### config.mk
export PLATFORM = sky130hd
export DESIGN_NAME = usb_rx_path
export DESIGN_NICKNAME = d
export VERILOG_FILES = /design/src/rtl/usb_rx_pkg.sv /design/src/rtl/usb_rx_nrzi.sv /design/src/rtl/usb_rx_destuff.sv /design/src/rtl/usb_rx_ctrl.sv /design/src/rtl/usb_rx_path.sv
export SDC_FILE = /design/constraint.sdc
export NUM_CORES = 1
export LEC_CHECK = 0
export BUFFER_PORTS_ARGS = -buffer_cell sky130_fd_sc_hd__buf_2
export CORE_UTILIZATION = 60
export CTS_CLUSTER_DIAMETER = 150
export DETAILED_ROUTE_END_ITERATION = 8
export PLACE_DENSITY = 0.87
export SLEW_MARGIN = 20
export SYNTH_ARGS = -nofsm -noshare
export SYNTH_HDL_FRONTEND = slang
export SYNTH_HIERARCHICAL = 1
export SYNTH_SLANG_ARGS = --single-unit
### constraint.sdc
create_clock -name clk_i -period 6.44 [get_ports clk_i]
set_clock_uncertainty 0.2 [all_clocks]
set_input_delay 0.644 -clock clk_i [delete_from_list [all_inputs] [get_ports clk_i]]
set_output_delay 0.644 -clock clk_i [all_outputs]
set_load 0.01 [all_outputs]
### src/rtl/usb_rx_pkg.sv
package usb_rx_pkg;

    typedef enum logic [1:0] {
        ST_HUNT  = 2'd0,
        ST_DATA  = 2'd1,
        ST_DRAIN = 2'd2
    } rx_state_e;

    localparam logic [1:0] LS_SE0 = 2'b00;
    localparam logic [1:0] LS_J   = 2'b01;
    localparam logic [1:0] LS_K   = 2'b10;
    localparam logic [1:0] LS_SE1 = 2'b11;

endpackage

### src/rtl/usb_rx_nrzi.sv
module usb_rx_nrzi (
    input  logic clk_i,
    input  logic arst_i,
    input  logic bit_vld_i,
    input  logic bit_i,
    input  logic se0_i,
    output logic dec_vld_o,
    output logic dec_bit_o
);

    typedef struct packed {
        logic prev;
    } nrzi_st_t;

    nrzi_st_t st_d, st_q;

    always_comb begin
        st_d = st_q;
        if (bit_vld_i) begin
            st_d.prev = se0_i ? 1'b1 : bit_i;
        end
        dec_vld_o = bit_vld_i & ~se0_i;
        dec_bit_o = (bit_i == st_q.prev);
    end

    always_ff @(posedge clk_i or posedge arst_i) begin
        if (arst_i) begin
            st_q <= '{prev: 1'b1};
        end else begin
            st_q <= st_d;
        end
    end

    AST_SE0_RELOAD: assert property (@(posedge clk_i) disable iff (arst_i)
        (bit_vld_i && se0_i) |=> st_q.prev);

    AST_HOLD_NO_STROBE: assert property (@(posedge clk_i) disable iff (arst_i)
        !bit_vld_i |=> $stable(st_q.prev));

endmodule

### src/rtl/usb_rx_destuff.sv
module usb_rx_destuff #(
    parameter int RUN_MAX = 6
) (
    input  logic clk_i,
    input  logic arst_i,
    input  logic en_i,
    input  logic vld_i,
    input  logic bit_i,
    output logic vld_o,
    output logic bit_o,
    output logic err_o
);

    localparam int CNT_W = $clog2(RUN_MAX + 1);
    localparam logic [CNT_W-1:0] RUN_LAST = CNT_W'(RUN_MAX);

    typedef struct packed {
        logic [CNT_W-1:0] run;
    } ds_st_t;

    ds_st_t st_d, st_q;

    always_comb begin
        st_d  = st_q;
        vld_o = 1'b0;
        err_o = 1'b0;
        bit_o = bit_i;
        if (!en_i) begin
            st_d.run = '0;
        end else if (vld_i) begin
            if (st_q.run == RUN_LAST) begin
                st_d.run = '0;
                err_o    = bit_i;
            end else begin
                vld_o    = 1'b1;
                st_d.run = bit_i ? st_q.run + 1'b1 : '0;
            end
        end
    end

    always_ff @(posedge clk_i or posedge arst_i) begin
        if (arst_i) begin
            st_q <= '{run: '0};
        end else begin
            st_q <= st_d;
        end
    end

    AST_RUN_BOUND: assert property (@(posedge clk_i) disable iff (arst_i)
        st_q.run <= RUN_LAST);

    AST_ERR_CLEARS: assert property (@(posedge clk_i) disable iff (arst_i)
        err_o |=> (st_q.run == '0));

    AST_PASS_ONLY_IN_PKT: assert property (@(posedge clk_i) disable iff (arst_i)
        vld_o |-> (en_i && vld_i));

endmodule

### src/rtl/usb_rx_ctrl.sv
module usb_rx_ctrl
    import usb_rx_pkg::*;
#(
    parameter int BYTE_W = 8,
    parameter int SYNC_W = 8
) (
    input  logic              clk_i,
    input  logic              arst_i,
    input  logic              tick_i,
    input  logic              se0_i,
    input  logic              dec_vld_i,
    input  logic              dec_bit_i,
    input  logic              ds_vld_i,
    input  logic              ds_bit_i,
    input  logic              stuff_err_i,
    output logic              active_o,
    output logic [BYTE_W-1:0] data_o,
    output logic              valid_o,
    output logic              error_o
);

    localparam int BCNT_W = $clog2(BYTE_W);
    localparam logic [BCNT_W-1:0] BIT_LAST = BCNT_W'(BYTE_W - 1);
    localparam logic [SYNC_W-1:0] SYNC_WORD = {1'b1, {(SYNC_W-1){1'b0}}};

    typedef struct packed {
        rx_state_e          st;
        logic [SYNC_W-1:0]  hunt;
        logic [BYTE_W-1:0]  shreg;
        logic [BCNT_W-1:0]  bcnt;
        logic [BYTE_W-1:0]  data;
        logic               valid;
        logic               error;
    } ctrl_st_t;

    ctrl_st_t st_d, st_q;
    logic [SYNC_W-1:0] hunt_nx;
    logic [BYTE_W-1:0] shreg_nx;
    logic              eop_tick;

    always_comb begin
        st_d     = st_q;
        st_d.valid = 1'b0;
        st_d.error = 1'b0;
        eop_tick = tick_i & se0_i;
        hunt_nx  = {dec_bit_i, st_q.hunt[SYNC_W-1:1]};
        shreg_nx = {ds_bit_i, st_q.shreg[BYTE_W-1:1]};
        unique case (st_q.st)
            ST_HUNT: begin
                if (eop_tick) begin
                    st_d.hunt = '1;
                end else if (dec_vld_i) begin
                    if (hunt_nx == SYNC_WORD) begin
                        st_d.st   = ST_DATA;
                        st_d.hunt = '1;
                        st_d.bcnt = '0;
                    end else begin
                        st_d.hunt = hunt_nx;
                    end
                end
            end
            ST_DATA: begin
                if (eop_tick) begin
                    st_d.st   = ST_HUNT;
                    st_d.bcnt = '0;
                end else if (stuff_err_i) begin
                    st_d.st    = ST_DRAIN;
                    st_d.error = 1'b1;
                    st_d.bcnt  = '0;
                end else if (ds_vld_i) begin
                    st_d.shreg = shreg_nx;
                    if (st_q.bcnt == BIT_LAST) begin
                        st_d.data  = shreg_nx;
                        st_d.valid = 1'b1;
                        st_d.bcnt  = '0;
                    end else begin
                        st_d.bcnt = st_q.bcnt + 1'b1;
                    end
                end
            end
            ST_DRAIN: begin
                if (eop_tick) begin
                    st_d.st = ST_HUNT;
                end
            end
            default: begin
                st_d.st = ST_HUNT;
            end
        endcase
    end

    always_ff @(posedge clk_i or posedge arst_i) begin
        if (arst_i) begin
            st_q <= '{st: ST_HUNT, hunt: '1, shreg: '0, bcnt: '0,
                      data: '0, valid: 1'b0, error: 1'b0};
        end else begin
            st_q <= st_d;
        end
    end

    assign active_o = (st_q.st == ST_DATA);
    assign data_o   = st_q.data;
    assign valid_o  = st_q.valid;
    assign error_o  = st_q.error;

    AST_SYNC_START: assert property (@(posedge clk_i) disable iff (arst_i)
        (st_q.st == ST_DATA && $past(st_q.st == ST_HUNT)) |-> $past(dec_vld_i && dec_bit_i));

    AST_VALID_IN_PKT: assert property (@(posedge clk_i) disable iff (arst_i)
        valid_o |-> active_o);

    AST_VALID_PULSE: assert property (@(posedge clk_i) disable iff (arst_i)
        valid_o |=> !valid_o);

    AST_ERR_ENDS_PKT: assert property (@(posedge clk_i) disable iff (arst_i)
        error_o |-> (!active_o && $past(active_o)));

    AST_EOP_CLOSE: assert property (@(posedge clk_i) disable iff (arst_i)
        (active_o && tick_i && se0_i) |=> !active_o);

    AST_DRAIN_HOLD: assert property (@(posedge clk_i) disable iff (arst_i)
        (st_q.st == ST_DRAIN && !(tick_i && se0_i)) |=> (st_q.st == ST_DRAIN));

endmodule

### src/rtl/usb_rx_path.sv
module usb_rx_path
    import usb_rx_pkg::*;
#(
    parameter int BYTE_W  = 8,
    parameter int SYNC_W  = 8,
    parameter int RUN_MAX = 6
) (
    input  logic              clk_i,
    input  logic              arst_i,
    input  logic              bit_vld_i,
    input  logic              rx_bit_i,
    input  logic              line_dp_i,
    input  logic              line_dn_i,
    output logic [BYTE_W-1:0] rx_data_o,
    output logic              rx_valid_o,
    output logic              rx_active_o,
    output logic              rx_error_o,
    output logic [1:0]        line_state_o
);

    logic       se0;
    logic       dec_vld, dec_bit;
    logic       ds_vld, ds_bit, ds_err;
    logic       pkt_open;
    logic [1:0] ls_d, ls_q;
    logic       armed_q;

    assign se0 = ~line_dp_i & ~line_dn_i;

    usb_rx_nrzi u_nrzi (
        .clk_i     (clk_i),
        .arst_i    (arst_i),
        .bit_vld_i (bit_vld_i),
        .bit_i     (rx_bit_i),
        .se0_i     (se0),
        .dec_vld_o (dec_vld),
        .dec_bit_o (dec_bit)
    );

    usb_rx_destuff #(.RUN_MAX(RUN_MAX)) u_destuff (
        .clk_i  (clk_i),
        .arst_i (arst_i),
        .en_i   (pkt_open),
        .vld_i  (dec_vld),
        .bit_i  (dec_bit),
        .vld_o  (ds_vld),
        .bit_o  (ds_bit),
        .err_o  (ds_err)
    );

    usb_rx_ctrl #(.BYTE_W(BYTE_W), .SYNC_W(SYNC_W)) u_ctrl (
        .clk_i       (clk_i),
        .arst_i      (arst_i),
        .tick_i      (bit_vld_i),
        .se0_i       (se0),
        .dec_vld_i   (dec_vld),
        .dec_bit_i   (dec_bit),
        .ds_vld_i    (ds_vld),
        .ds_bit_i    (ds_bit),
        .stuff_err_i (ds_err),
        .active_o    (pkt_open),
        .data_o      (rx_data_o),
        .valid_o     (rx_valid_o),
        .error_o     (rx_error_o)
    );

    always_comb begin
        ls_d = {line_dn_i, line_dp_i};
    end

    always_ff @(posedge clk_i or posedge arst_i) begin
        if (arst_i) begin
            ls_q    <= LS_SE0;
            armed_q <= 1'b0;
        end else begin
            ls_q    <= ls_d;
            armed_q <= 1'b1;
        end
    end

    assign line_state_o = ls_q;
    assign rx_active_o  = pkt_open;

    AST_LINE_FOLLOW: assert property (@(posedge clk_i) disable iff (arst_i)
        armed_q |-> (line_state_o == $past({line_dn_i, line_dp_i})));

    AST_RESET_QUIET: assert property (@(posedge clk_i)
        arst_i |-> (!rx_active_o && !rx_valid_o && !rx_error_o));

endmodule

==> impl_metrics.prom <==
# TYPE chip_impl_metric gauge
chip_impl_metric{name="row_count",unit=""} 18
chip_impl_metric{name="post_synth_top_area_share",unit="%"} 42.72
chip_impl_metric{name="first_global_vias",unit=""} 983
chip_impl_metric{name="detailedPlace.worstSlack",unit="ns"} 3.365
chip_impl_metric{name="required_time_worst_endpoint",unit="ns"} 6.46
chip_impl_metric{name="yosysSeqAreaShare",unit="%"} 56.01
chip_impl_metric{name="area_growth_syn_to_layout",unit="%"} 7.991
chip_impl_metric{name="power.ir.vdd_worst",unit="µV"} 233.7
chip_impl_metric{name="drcViolationCount",unit=""} 0
chip_impl_metric{name="detail-route-antenna-nets",unit=""} 0
chip_impl_metric{name="timing.setup.tns",unit="ns"} 0
chip_impl_metric{name="maximum_capacitance_violations",unit=""} 0
chip_impl_metric{name="cts_inserted_buffers",unit=""} 5
chip_impl_info{name="cts_root_buf",value="sky130_fd_sc_hd__clkbuf_4"} 1
chip_impl_metric{name="post_route_cells_drive_above_1_share",unit="%"} 36.81
chip_impl_info{name="worst-setup-path-type",value="input port to register"} 1
chip_impl_metric{name="syn_area",unit="mm²"} 0.001582
chip_impl_info{name="synth_largest_area_cell",value="sky130_fd_sc_hd__dfrtp_1"} 1
chip_impl_metric{name="max_fo_critical_path",unit=""} 11
chip_impl_info{name="commonest_cells_after_routing_fill_and_taps_aside",value="27 x sky130_fd_sc_hd__dfrtp_1, 18 x sky130_fd_sc_hd__buf_2, 15 x sky130_fd_sc_hd__mux2_2"} 1
chip_impl_metric{name="pin_count_of_the_biggest_net_entering_global_routing",unit=""} 30
chip_impl_metric{name="port_buffers",unit=""} 18
chip_impl_metric{name="max-slew-margin-rel",unit="%"} 54.07
chip_impl_metric{name="route.vias.total",unit=""} 975
chip_impl_metric{name="fmax",unit="MHz"} 367.7
chip_impl_metric{name="grt-ovfl-total",unit=""} 0
chip_impl_metric{name="min_period_over_period",unit="%"} 42.23
chip_impl_metric{name="regToRegSetupSlack",unit="ns"} 3.74
chip_impl_metric{name="syn-instance-count",unit=""} 128
chip_impl_metric{name="timing_worst_slew_pin_value",unit="ns"} 0.6841
chip_impl_metric{name="starting_density",unit="%"} 63.84
chip_impl_metric{name="die_w",unit="µm"} 53.34
chip_impl_info{name="layout_commonest_cell",value="sky130_fd_sc_hd__dfrtp_1"} 1
chip_impl_metric{name="grt_first_pass_wirelength",unit="µm"} 4202
chip_impl_metric{name="floorplan.die_area",unit="mm²"} 0.002845
chip_impl_metric{name="setup_ws",unit="ns"} 3.721
chip_impl_metric{name="cts.path.max_buffers",unit=""} 2
chip_impl_metric{name="synthDistinctLibCells",unit=""} 33
chip_impl_metric{name="worst_skew_pair.late_latency",unit="ns"} 0.32
chip_impl_metric{name="clock_sinks",unit=""} 35
chip_impl_metric{name="fin_worst_hold_slack",unit="ns"} 0.2336
chip_impl_metric{name="synth_fp_nets",unit=""} 138
chip_impl_metric{name="diode_count",unit=""} 0
chip_impl_info{name="status",value="complete, no violations"} 1
chip_impl_metric{name="firstDrtPassIters",unit=""} 4
chip_impl_metric{name="boundaryPins",unit=""} 19
chip_impl_info{name="critical_path.startpoint_type",value="input port"} 1
chip_impl_info{name="worst_hold_path_type",value="input port to register"} 1
chip_impl_metric{name="drt-initial-drc-count",unit=""} 16
chip_impl_metric{name="path_clk_slew",unit="ns"} 0.10
chip_impl_metric{name="clock_tree.htree_level_count",unit=""} 2
chip_impl_metric{name="period_minus_slack",unit="ns"} 2.719
chip_impl_metric{name="chipHeight",unit="µm"} 53.34
chip_impl_info{name="worst_setup_path_end_kind",value="register"} 1
chip_impl_info{name="tritoncts",value="built"} 1
chip_impl_metric{name="slew_viol_final",unit=""} 0
chip_impl_metric{name="syn_area_per_cell",unit="µm²"} 12.36
chip_impl_metric{name="grt_util_all_layers",unit="%"} 21.87
chip_impl_metric{name="wire_per_inst",unit="µm"} 14.21
chip_impl_metric{name="final.fill_count",unit=""} 178
chip_impl_metric{name="leakage_dissipation",unit="µW"} 0.0008605
chip_impl_info{name="setup_repair_after_global_routing_missed_its_margin",value="false"} 1
chip_impl_info{name="synth.area.top_cells",value="sky130_fd_sc_hd__dfrtp_1 43%, sky130_fd_sc_hd__dfstp_2 13%, sky130_fd_sc_hd__mux2_2 11%, sky130_fd_sc_hd__buf_4 4.7%, sky130_fd_sc_hd__o22a_1 3.3%"} 1
chip_impl_metric{name="dp_hpwl",unit="µm"} 1767
chip_impl_metric{name="p_per_area",unit="mW/mm²"} 261.1
chip_impl_metric{name="number_of_hold_violations_in_the_final_report",unit=""} 0
chip_impl_metric{name="via_count_normalized_by_instance_count",unit=""} 5.603
chip_impl_metric{name="ys.warnings.count",unit=""} 6
chip_impl_metric{name="antenna_found_initial",unit=""} 0
chip_impl_metric{name="finalWeightedCongestion",unit=""} 0.7110
chip_impl_metric{name="setup_viol",unit=""} 0
chip_impl_metric{name="ys_seq_elements",unit=""} 35
chip_impl_metric{name="final_net_count",unit=""} 153
chip_impl_metric{name="routed_wire_length",unit="µm"} 2473
chip_impl_metric{name="core_region_area",unit="mm²"} 0.002477
chip_impl_metric{name="timing.critical_path.arrival",unit="ns"} 2.74
[per-layer routing]
metal	global-route usage (%)	part of all wire, %	vias to the layer above
li1	-	-	475
met1	26.16	45	477
met2	35.00	49	16
met3	6.034	3.4	7
met4	12.28	2.6	0
met5	0	0	-
[where the power goes]
group | switching (µW) | internal [µW]
combinational | 22.2 | 24.0
sequential | 17.3 | 253
clock | 65.6 | 64.2
[worst max-delay path, cell delays in order]
cell                      delay (ns)
sky130_fd_sc_hd__buf_2          0.11
sky130_fd_sc_hd__xnor2_1        0.54
sky130_fd_sc_hd__nand3_1        0.15
sky130_fd_sc_hd__nor2_1         0.26
sky130_fd_sc_hd__and4b_1        0.39
sky130_fd_sc_hd__nand2_2        0.27
sky130_fd_sc_hd__mux2_2         0.37
[path summary, 6_finish.rpt]
check | from | to | cells after the start
setup / recovery | rx_bit_i | u_ctrl/data_o[6] | 7
hold / removal | line_dn_i | line_state_o[1] | 1
setup reg to reg | u_nrzi/st_q | u_ctrl/data_o[6] | 6
hold reg to reg | u_ctrl/data_o[4] | u_ctrl/data_o[4] | 1
max in group asynchronous | arst_i | u_ctrl/hunt_nx[4] | 3
min in group asynchronous | arst_i | line_state_o[1] | 3
[layout make-up]
cell class | instances | area [µm²] | share of cell area (%)
sequential | 35 | 885.9 | 51.87
tap | 30 | 37.54 | 2.198
inverter | 8 | 30.03 | 1.758
multi-input combinational | 74 | 585.6 | 34.29
timing repair buffer | 19 | 100.1 | 5.861
clock buffer | 8 | 68.82 | 4.029
[per-stage QoR]
stage          std cells  cell area, µm²  power, µW  utilization [%]
3_5_place_dp         165            1629      320.3            65.76
2_1_floorplan        128            1582      306.1                -
5_1_grt              174            1708      471.6            68.94
4_1_cts              174            1708      450.0            68.94
3_3_place_gp         165            1629      314.8            65.76
6_report             174            1708      445.9            68.94
[cells in the mapped netlist]
| master | n |
|---|---|
| sky130_fd_sc_hd__dfstp_2 | 8 |
| sky130_fd_sc_hd__nor2b_1 | 2 |
| sky130_fd_sc_hd__o21ai_1 | 1 |
| sky130_fd_sc_hd__inv_1 | 8 |
| sky130_fd_sc_hd__nor3_1 | 1 |
| sky130_fd_sc_hd__nor2b_4 | 1 |
| sky130_fd_sc_hd__nor3b_2 | 1 |
| sky130_fd_sc_hd__mux2_2 | 15 |
| sky130_fd_sc_hd__nor2_1 | 11 |
| sky130_fd_sc_hd__nand2_2 | 1 |
| sky130_fd_sc_hd__or3b_1 | 1 |
| sky130_fd_sc_hd__a21boi_1 | 1 |
| sky130_fd_sc_hd__a22o_1 | 3 |
| sky130_fd_sc_hd__nor4_1 | 1 |
| sky130_fd_sc_hd__and2_1 | 1 |
| sky130_fd_sc_hd__a211oi_1 | 1 |
| sky130_fd_sc_hd__nand4b_1 | 2 |
| sky130_fd_sc_hd__o22a_1 | 6 |
| sky130_fd_sc_hd__and4b_1 | 2 |
| sky130_fd_sc_hd__nor3_4 | 1 |
| sky130_fd_sc_hd__dfrtp_1 | 27 |
| sky130_fd_sc_hd__nand3_1 | 1 |
| sky130_fd_sc_hd__a31oi_1 | 1 |
| sky130_fd_sc_hd__and3_1 | 2 |
| sky130_fd_sc_hd__nand4_1 | 1 |
| sky130_fd_sc_hd__ha_1 | 4 |
| sky130_fd_sc_hd__a21boi_0 | 2 |
| sky130_fd_sc_hd__a21oi_1 | 4 |
| sky130_fd_sc_hd__buf_2 | 1 |
| sky130_fd_sc_hd__buf_4 | 10 |
| sky130_fd_sc_hd__a32oi_1 | 1 |
| sky130_fd_sc_hd__xnor2_1 | 1 |
| sky130_fd_sc_hd__nand2_1 | 5 |
[timing repair]
item                                   4_1_cts  5_1_grt
endpoints found under the hold margin        5        0
hold buffers                                 1        0
setup endpoints to repair                    0        0
buffers inserted                             0        0
resized for setup                            0        0
[logic make-up after synthesis]
kind of cell / count (synthesis) / synth area share (%)
buffers and inverters: 19 / 6.962
xor gates and xnor gates: 1 / 0.5539
muxes: 15 / 10.68
AOI/OAI and AO/OA: 20 / 9.415
and+or+nand+nor: 34 / 13.21
adders and majority gates: 4 / 3.165
DFF: 35 / 56.01
[registers in the layout (all words and copies together) (netlist names)]
register / count
line_state_o: 2
u_ctrl/shreg_nx: 7
u_nrzi/st_q: 1
u_ctrl/data_o: 8
u_ctrl/valid_o: 1
u_ctrl/error_o: 1
u_ctrl/st_q: 5
u_ctrl/hunt_nx: 7
u_destuff/st_q: 3
Power figures use the tool's default switching activity.
